## src/rtl/evcnt_pkg.sv

```systemverilog
package evcnt_pkg;

    localparam int ADDR_W  = 16;
    localparam int CODE_W  = 8;
    localparam int NUM_EV  = 1 << CODE_W;
    localparam int CHAN_W  = 2;

    // Register offsets
    localparam logic [ADDR_W-1:0] OFS_MASK = 16'h0800;
    localparam logic [ADDR_W-1:0] OFS_STAT = 16'h0808;
    localparam logic [ADDR_W-1:0] OFS_CLR  = 16'h080C;
    localparam logic [ADDR_W-1:0] OFS_CTRL = 16'h1C00;
    localparam logic [ADDR_W-1:0] OFS_VER  = 16'h1CF0;
    localparam logic [ADDR_W-1:0] OFS_SEL  = 16'h1D00;
    localparam logic [ADDR_W-1:0] OFS_CNT  = 16'h1E00;

    // Control word field positions
    localparam int CTL_RUN_BIT = 26;
    localparam int CTL_CHN_LO  = 27;
    localparam int CTL_TAG_BIT = 29;

    // Event codes that honour the channel filter
    localparam logic [CODE_W-1:0] WIN_LO = 8'h47;
    localparam logic [CODE_W-1:0] WIN_HI = 8'h59;

    typedef struct packed {
        logic              tag_gate;
        logic [CHAN_W-1:0] chan;
        logic              run;
    } mode_t;

    typedef enum logic [2:0] {
        RS_NONE,
        RS_MASK,
        RS_STAT,
        RS_CLR,
        RS_CTRL,
        RS_VER,
        RS_SEL,
        RS_CNT
    } reg_sel_e;

    typedef struct packed {
        reg_sel_e   sel;
        logic [3:0] idx;
    } dec_t;

    function automatic logic in_window(input logic [CODE_W-1:0] code);
        return (code >= WIN_LO) && (code <= WIN_HI);
    endfunction

    function automatic dec_t decode(input logic [ADDR_W-1:0] a);
        dec_t d;
        d.sel = RS_NONE;
        d.idx = '0;
        if (a == OFS_MASK)      d.sel = RS_MASK;
        else if (a == OFS_STAT) d.sel = RS_STAT;
        else if (a == OFS_CLR)  d.sel = RS_CLR;
        else if (a == OFS_CTRL) d.sel = RS_CTRL;
        else if (a == OFS_VER)  d.sel = RS_VER;
        else if (a[ADDR_W-1:3] == OFS_SEL[ADDR_W-1:3] && a[1:0] == 2'b00) begin
            d.sel = RS_SEL;
            d.idx = {3'b000, a[2]};
        end
        else if (a[ADDR_W-1:6] == OFS_CNT[ADDR_W-1:6] && a[2:0] == 3'b000) begin
            d.sel = RS_CNT;
            d.idx = {1'b0, a[5:3]};
        end
        return d;
    endfunction

endpackage

```

## src/rtl/evcnt_regs.sv

```systemverilog
module evcnt_regs
    import evcnt_pkg::*;
#(
    parameter int NUM_CNT = 8
) (
    input  logic                            clk,
    input  logic                            rst,
    input  logic                            wr_en,
    input  dec_t                            dec,
    input  logic [31:0]                     wdata,
    output logic [NUM_CNT-1:0]              en_q,
    output mode_t                           mode_q,
    output logic [NUM_CNT-1:0][CODE_W-1:0]  code_q,
    output logic [NUM_CNT-1:0]              mask_q,
    output logic [31:0]                     ctrl_word,
    output logic [1:0][31:0]                sel_word
);

    logic wr_ctrl, wr_mask, wr_sel;

    assign wr_ctrl = wr_en && (dec.sel == RS_CTRL);
    assign wr_mask = wr_en && (dec.sel == RS_MASK);
    assign wr_sel  = wr_en && (dec.sel == RS_SEL);

    always_ff @(posedge clk) begin
        if (rst) begin
            en_q   <= '0;
            mode_q <= '0;
        end else if (wr_ctrl) begin
            en_q            <= wdata[NUM_CNT-1:0];
            mode_q.run      <= wdata[CTL_RUN_BIT];
            mode_q.chan     <= wdata[CTL_CHN_LO +: CHAN_W];
            mode_q.tag_gate <= wdata[CTL_TAG_BIT];
        end
    end

    always_ff @(posedge clk) begin
        if (rst)          mask_q <= '1;
        else if (wr_mask) mask_q <= wdata[NUM_CNT-1:0];
    end

    for (genvar n = 0; n < NUM_CNT; n++) begin : g_code
        always_ff @(posedge clk) begin
            if (rst)
                code_q[n] <= '0;
            else if (wr_sel && dec.idx == 4'(n / 4))
                code_q[n] <= wdata[CODE_W*(n % 4) +: CODE_W];
        end
    end

    for (genvar k = 0; k < 2; k++) begin : g_selw
        for (genvar b = 0; b < 4; b++) begin : g_lane
            if (4 * k + b < NUM_CNT) begin : g_used
                assign sel_word[k][CODE_W*b +: CODE_W] = code_q[4*k+b];
            end else begin : g_pad
                assign sel_word[k][CODE_W*b +: CODE_W] = '0;
            end
        end
    end

    always_comb begin
        ctrl_word                        = '0;
        ctrl_word[NUM_CNT-1:0]           = en_q;
        ctrl_word[CTL_RUN_BIT]           = mode_q.run;
        ctrl_word[CTL_CHN_LO +: CHAN_W]  = mode_q.chan;
        ctrl_word[CTL_TAG_BIT]           = mode_q.tag_gate;
    end

    a_r1_mask_reset: assert property (@(posedge clk) disable iff (rst)
        $past(rst) |-> mask_q == '1);

    a_r2_enables_hold: assert property (@(posedge clk) disable iff (rst)
        !wr_ctrl |=> $stable(en_q) && $stable(mode_q));

endmodule

```

## src/rtl/evcnt_slice.sv

```systemverilog
module evcnt_slice
    import evcnt_pkg::*;
#(
    parameter int CNT_W = 64
) (
    input  logic              clk,
    input  logic              rst,
    input  logic [NUM_EV-1:0] ev_in,
    input  logic [CHAN_W-1:0] ev_chan,
    input  logic              ev_tag,
    input  logic [CODE_W-1:0] code,
    input  logic              en,
    input  mode_t             mode,
    input  logic              wr_hit,
    input  logic [CNT_W-1:0]  wdata,
    output logic [CNT_W-1:0]  cnt_q,
    output logic              ovf
);

    logic hit, chan_ok, tag_ok, inc;

    assign hit     = ev_in[code];
    assign chan_ok = (mode.chan == '0) || !in_window(code) || (ev_chan == mode.chan);
    assign tag_ok  = !mode.tag_gate || ev_tag;
    assign inc     = mode.run && en && hit && chan_ok && tag_ok;

    always_ff @(posedge clk) begin
        if (rst)         cnt_q <= '0;
        else if (wr_hit) cnt_q <= wdata;
        else if (inc)    cnt_q <= cnt_q + 1'b1;
    end

    assign ovf = inc && !wr_hit && (&cnt_q);

    a_r4_write_wins: assert property (@(posedge clk) disable iff (rst)
        wr_hit |=> cnt_q == $past(wdata));

    a_r2_run_gate: assert property (@(posedge clk) disable iff (rst)
        (!mode.run || !en) && !wr_hit |=> $stable(cnt_q));

    a_r5_chan_block: assert property (@(posedge clk) disable iff (rst)
        (mode.chan != '0) && in_window(code) && (ev_chan != mode.chan) && !wr_hit
        |=> $stable(cnt_q));

endmodule

```

## src/rtl/evcnt_irq.sv

```systemverilog
module evcnt_irq #(
    parameter int NUM_CNT = 8
) (
    input  logic               clk,
    input  logic               rst,
    input  logic [NUM_CNT-1:0] ovf,
    input  logic [NUM_CNT-1:0] clr,
    input  logic [NUM_CNT-1:0] mask,
    output logic [NUM_CNT-1:0] status_q,
    output logic               irq
);

    // A wrap in the same cycle as a clear keeps the bit set
    always_ff @(posedge clk) begin
        if (rst) status_q <= '0;
        else     status_q <= (status_q & ~clr) | ovf;
    end

    assign irq = |(status_q & ~mask);

    for (genvar n = 0; n < NUM_CNT; n++) begin : g_chk
        a_r7_wrap_sets: assert property (@(posedge clk) disable iff (rst)
            ovf[n] |=> status_q[n]);

        a_r8_w1c: assert property (@(posedge clk) disable iff (rst)
            clr[n] && !ovf[n] |=> !status_q[n]);
    end

endmodule

```

## src/rtl/evcnt_bank.sv

```systemverilog
module evcnt_bank
    import evcnt_pkg::*;
#(
    parameter int          NUM_CNT = 8,
    parameter int          CNT_W   = 64,
    parameter logic [31:0] VERSION = 32'h0005_0001
) (
    input  logic                clk,
    input  logic                rst,
    input  logic                wr_en,
    input  logic [ADDR_W-1:0]   addr,
    input  logic [CNT_W-1:0]    wdata,
    output logic [CNT_W-1:0]    rdata,
    input  logic [NUM_EV-1:0]   ev_in,
    input  logic [CHAN_W-1:0]   ev_chan,
    input  logic                ev_tag,
    output logic                irq
);

    localparam int IDX_W = $clog2(NUM_CNT);

    dec_t                           dec;
    logic [NUM_CNT-1:0]             en_q;
    mode_t                          mode_q;
    logic [NUM_CNT-1:0][CODE_W-1:0] code_q;
    logic [NUM_CNT-1:0]             mask_q;
    logic [31:0]                    ctrl_word;
    logic [1:0][31:0]               sel_word;
    logic [NUM_CNT-1:0][CNT_W-1:0]  cnt;
    logic [NUM_CNT-1:0]             ovf;
    logic [NUM_CNT-1:0]             clr;
    logic [NUM_CNT-1:0]             status;

    assign dec = decode(addr);
    assign clr = (wr_en && dec.sel == RS_CLR) ? wdata[NUM_CNT-1:0] : '0;

    evcnt_regs #(.NUM_CNT(NUM_CNT)) u_regs (
        .clk       (clk),
        .rst       (rst),
        .wr_en     (wr_en),
        .dec       (dec),
        .wdata     (wdata[31:0]),
        .en_q      (en_q),
        .mode_q    (mode_q),
        .code_q    (code_q),
        .mask_q    (mask_q),
        .ctrl_word (ctrl_word),
        .sel_word  (sel_word)
    );

    for (genvar n = 0; n < NUM_CNT; n++) begin : g_cnt
        logic wr_hit;
        assign wr_hit = wr_en && (dec.sel == RS_CNT) && (dec.idx == 4'(n));

        evcnt_slice #(.CNT_W(CNT_W)) u_slice (
            .clk     (clk),
            .rst     (rst),
            .ev_in   (ev_in),
            .ev_chan (ev_chan),
            .ev_tag  (ev_tag),
            .code    (code_q[n]),
            .en      (en_q[n]),
            .mode    (mode_q),
            .wr_hit  (wr_hit),
            .wdata   (wdata),
            .cnt_q   (cnt[n]),
            .ovf     (ovf[n])
        );
    end

    evcnt_irq #(.NUM_CNT(NUM_CNT)) u_irq (
        .clk      (clk),
        .rst      (rst),
        .ovf      (ovf),
        .clr      (clr),
        .mask     (mask_q),
        .status_q (status),
        .irq      (irq)
    );

    always_comb begin
        rdata = '0;
        case (dec.sel)
            RS_MASK: rdata[NUM_CNT-1:0] = mask_q;
            RS_STAT: rdata[NUM_CNT-1:0] = status;
            RS_CTRL: rdata[31:0]        = ctrl_word;
            RS_VER:  rdata[31:0]        = VERSION;
            RS_SEL:  rdata[31:0]        = sel_word[dec.idx[0]];
            RS_CNT:  if (dec.idx < 4'(NUM_CNT)) rdata = cnt[dec.idx[IDX_W-1:0]];
            default: rdata = '0;
        endcase
    end

    a_r9_all_masked_quiet: assert property (@(posedge clk) disable iff (rst)
        (mask_q == '1) |-> !irq);

endmodule

```

## config.mk

```make
export PLATFORM = sky130hd
export DESIGN_NAME = evcnt_bank
export DESIGN_NICKNAME = d
export VERILOG_FILES = /design/src/rtl/evcnt_pkg.sv /design/src/rtl/evcnt_regs.sv /design/src/rtl/evcnt_slice.sv /design/src/rtl/evcnt_irq.sv /design/src/rtl/evcnt_bank.sv
export SDC_FILE = /design/constraint.sdc
export NUM_CORES = 2
export LEC_CHECK = 0
export BUFFER_PORTS_ARGS = -buffer_cell sky130_fd_sc_hd__buf_2
export CORE_ASPECT_RATIO = 1.2
export CORE_MARGIN = 5
export CORE_UTILIZATION = 35
export CTS_BUF_LIST = sky130_fd_sc_hd__clkbuf_8
export CTS_CLUSTER_SIZE = 30
export DETAILED_ROUTE_END_ITERATION = 12
export PLACE_DENSITY = 0.56
export SYNTH_ARGS = -nofsm -noshare
export SYNTH_HDL_FRONTEND = slang
export SYNTH_SLANG_ARGS = --single-unit
```

## constraint.sdc

```tcl
create_clock -name clk -period 4.73 [get_ports clk]
set_clock_uncertainty 0.2 [all_clocks]
set_input_delay 0.2365 -clock clk [delete_from_list [all_inputs] [get_ports clk]]
set_output_delay 0.2365 -clock clk [all_outputs]
set_load 0.1 [all_outputs]
```

==> results by group <==
Placed design
  • Final Wtd Congestion: 1.04
  • Placed Area: 61000 um^2
  • I/O Buffers: 406
  • Dpl cells: 8429
  • Pre-CTS setup slack: -63.7 ps
  • DPL Wire Length: 218000 um

Floorplan
  • Core area: 153000 um^2
  • Std cell rows: 157
  • Full die area: 162000 um^2
  • I/O pins: 407
  • Starting Density: 35.3%
  • Die W: 368 um
  • Die Span Y: 440 um

Route
  • Initial DRC count: 7149
  • Detail Route Antenna Nets: 0
  • Vias: 58500
  • Via/cell ratio: 6.71
  • Post-Route WL: 291000 um
  • Drc violations: 0
  • First drt pass iteration count: 8
  • DR WL/cell: 33.4 um

Cells and area
  • Fill cell count: 15000
  • Final Cell Area: 64000 um^2
  • Fraction of layout cells with a size suffix above 1: 25.4%
  • Post-route insts no fill: 8711
  • Final net count: 6972
  • P&R area growth vs syn: 19.0%

Logic synthesis
  • Most common cell in the netlist: nor2_1
  • Sequential share of the synthesized area: 22.5%
  • Post-synth ARST share: 0%
  • Largest cells by area after synthesis: dfxtp_1 22%, mux4_2 22%, nor2_1 6.2%
  • Mapped Area: 53800 um^2
  • Area leader, netlist: dfxtp_1
  • Mean area per synthesized cell: 8.69 um^2
  • Post-Synthesis Cells: 6192
  • Top FF cell, synth: dfxtp_1
  • Synth cell types: 100
  • Synth Register Bits: 604
  • Syn Nets: 6542
  • Synth top area share: 22.5%
  • Most frequent cells after synthesis: 892 x nor2_1, 604 x dfxtp_1, 523 x mux4_2
  • Number of enable flip-flop cells after synthesis: 0
  • Synth warn: 0

STA
  • Tcrit/Tclk final: 98.7%
  • Worst setup slack after layout: 61.4 ps
  • Final hold violation count: 0
  • RSZ-0062 raised after global routing: true
  • Relative slew slack: 20.4%
  • Tightest Pin Transition: 1180 ps
  • Maximum clock frequency: 0.214 GHz
  • Endpoints failing setup: 0
  • Fin crit period: 4670 ps
  • Final Max Slew Viols: 0
  • Hold WS: 139 ps

Clocking
  • Worst-Skew Late Latency: 830 ps
  • CTS Buffer Depth: 3
  • CTS buffer count: 104
  • CTS tree: done
  • Clock-pin transition on the worst setup and hold timing paths: 70 ps
  • CTS Sinks: 604
  • Htree depth: 3
  • CTS root buffer: clkbuf_8

Pwr
  • Power Dens Cells: 185 nW/um^2
  • Static Leak: 0.0205 uW
  • Total power: 11900 uW
  • Max VDD drop: 0.220 mV

Critical path
  • Worst Path Max Fanout: 19
  • Setup crit start kind: register
  • WP data required: 5300 ps
  • Worst r2r src: u_regs.code_q[19]
  • Arrival @ worst endpoint: 5240 ps
  • CP max-delay cell: a221oi_1
  • Buf/Inv on CP: 3
  • Crit-path leading delay family: compound AO/OA/AOI/OAI gates
  • Critical path class: register to register
  • CP peak stage delay: 740 ps
  • Crit end category: register
  • Critical-path cell list: inv_2, mux4_2, a221oi_1, a211oi_4, o2111ai_4, buf_12, nor3_1, xnor2_1, a211oi_1, dlygate4sd3_1
  • Critical path origin: u_regs.code_q[19]

Global route
  • Largest net degree at the start of global routing: 175
  • Grt ovf: 0
  • Initial antenna violation count: 27
  • Vias in the first global route: 55300
  • First-pass GRT wire length: 408000 um
  • Gr usage total: 34.3%

Outcome
  • Outcome: complete, no violations

Worst hold path
  • Hold crit path type: primary input to register
  • Hold Startpoint: addr[15]

Job
  • Max cap viols: 0
registers in the layout, indices dropped and copies added, names as in the netlist:
name,flops
g_cnt.u_slice.cnt_q,512
u_irq.status_q,8
u_regs.code_q,64
u_regs.ctrl_word,4
u_regs.en_q,8
u_regs.mask_q,8
cells in the final DEF (no fill, tap or decap), types with 73 or more instances in the layout:
cell type,instances
nand3_1,209
dlygate4sd3_1,73
nor3_1,131
mux2i_1,197
buf_4,392
a311oi_1,169
dfxtp_1,581
nand2_1,386
a21oi_1,184
nor4_1,86
xnor2_1,132
inv_1,128
o21ai_0,205
nand4_1,165
buf_12,129
buf_2,340
or3_1,141
mux4_2,523
clkbuf_8,132
and3_1,108
a211oi_1,336
xor2_1,176
nor2_1,891
o22ai_1,152
worst reg2reg max path, stage by stage, from the launching register on:
cell           delay [ps]
dfxtp_1               480
inv_2                 700
mux4_2                670
a221oi_1              740
a211oi_4              290
o2111ai_4             290
buf_12                210
nor3_1                 90
xnor2_1               140
a211oi_1              220
dlygate4sd3_1         570
report_power, final:
group / internal [uW] / switching [uW] / leakage [uW]
registers: 5080 / 0.0966 / 0.00488
clock network: 2840 / 2500 / 0.00127
logic: 534 / 903 / 0.0144
total: 8450 / 3400 / 0.0205
cells by family (layout without fill, tap and decap cells):
logic type | count (synthesis) | after routing | share of synthesized area (%)
other | 0 | 18 | 0
DFF | 604 | 604 | 22.5
adders and majority gates | 8 | 8 | 0.186
muxes | 765 | 765 | 26.6
buffers and inverters | 719 | 1233 | 5.97
AOI/OAI and AO/OA | 1344 | 1344 | 17.6
and+or+nand+nor | 2444 | 2444 | 22.2
xor gates and xnor gates | 308 | 308 | 5.01
area by class of cell:
type / instances / area [um^2] / area share, %
flip-flops and latches: 604 / 12100 / 19.0
well taps: 1987 / 2490 / 3.88
diodes: 18 / 45.0 / 0.0703
clock inverters: 58 / 425 / 0.664
inverters: 107 / 402 / 0.627
repair buffers: 936 / 7990 / 12.5
multi-input cells: 4869 / 38700 / 60.5
clock buffers: 132 / 1820 / 2.84
worst paths after layout:
check	end	slack, ps	cells past startpoint
max	g_cnt[2].u_slice.cnt_q[51]	60	10
min	u_irq.status_q[2]	140	9
max reg2reg	g_cnt[2].u_slice.cnt_q[51]	60	10
min reg2reg	u_regs.ctrl_word[26]	280	2
timing repair:
action | 4_1_cts | 5_1_grt
endpoints found under the hold margin | 604 | 0
resized for setup | 1 | 6
setup endpoints to repair | 1 | 14
buffers inserted | 0 | 1
hold buffers | 73 | 0
layer usage:
| metal | GRT usage (%) | vias to the layer above | part of all wire [%] |
|---|---|---|---|
| met4 | 27.2 | 12 | 10 |
| met1 | 39.4 | 28400 | 34 |
| met2 | 54.9 | 4230 | 45 |
| met5 | 0 | - | 0.028 |
| met3 | 8.27 | 1076 | 11 |
| li1 | - | 24800 | - |
metrics by stage:
step                utilization [%]  TNS [ps]
finish                         42.0         0
global route                   41.9     -4.69
CTS                            41.9         0
detailed placement             39.9     -63.7
global placement               39.9     -92.0
floorplan                         -         0
Power figures use the tool's default switching activity.
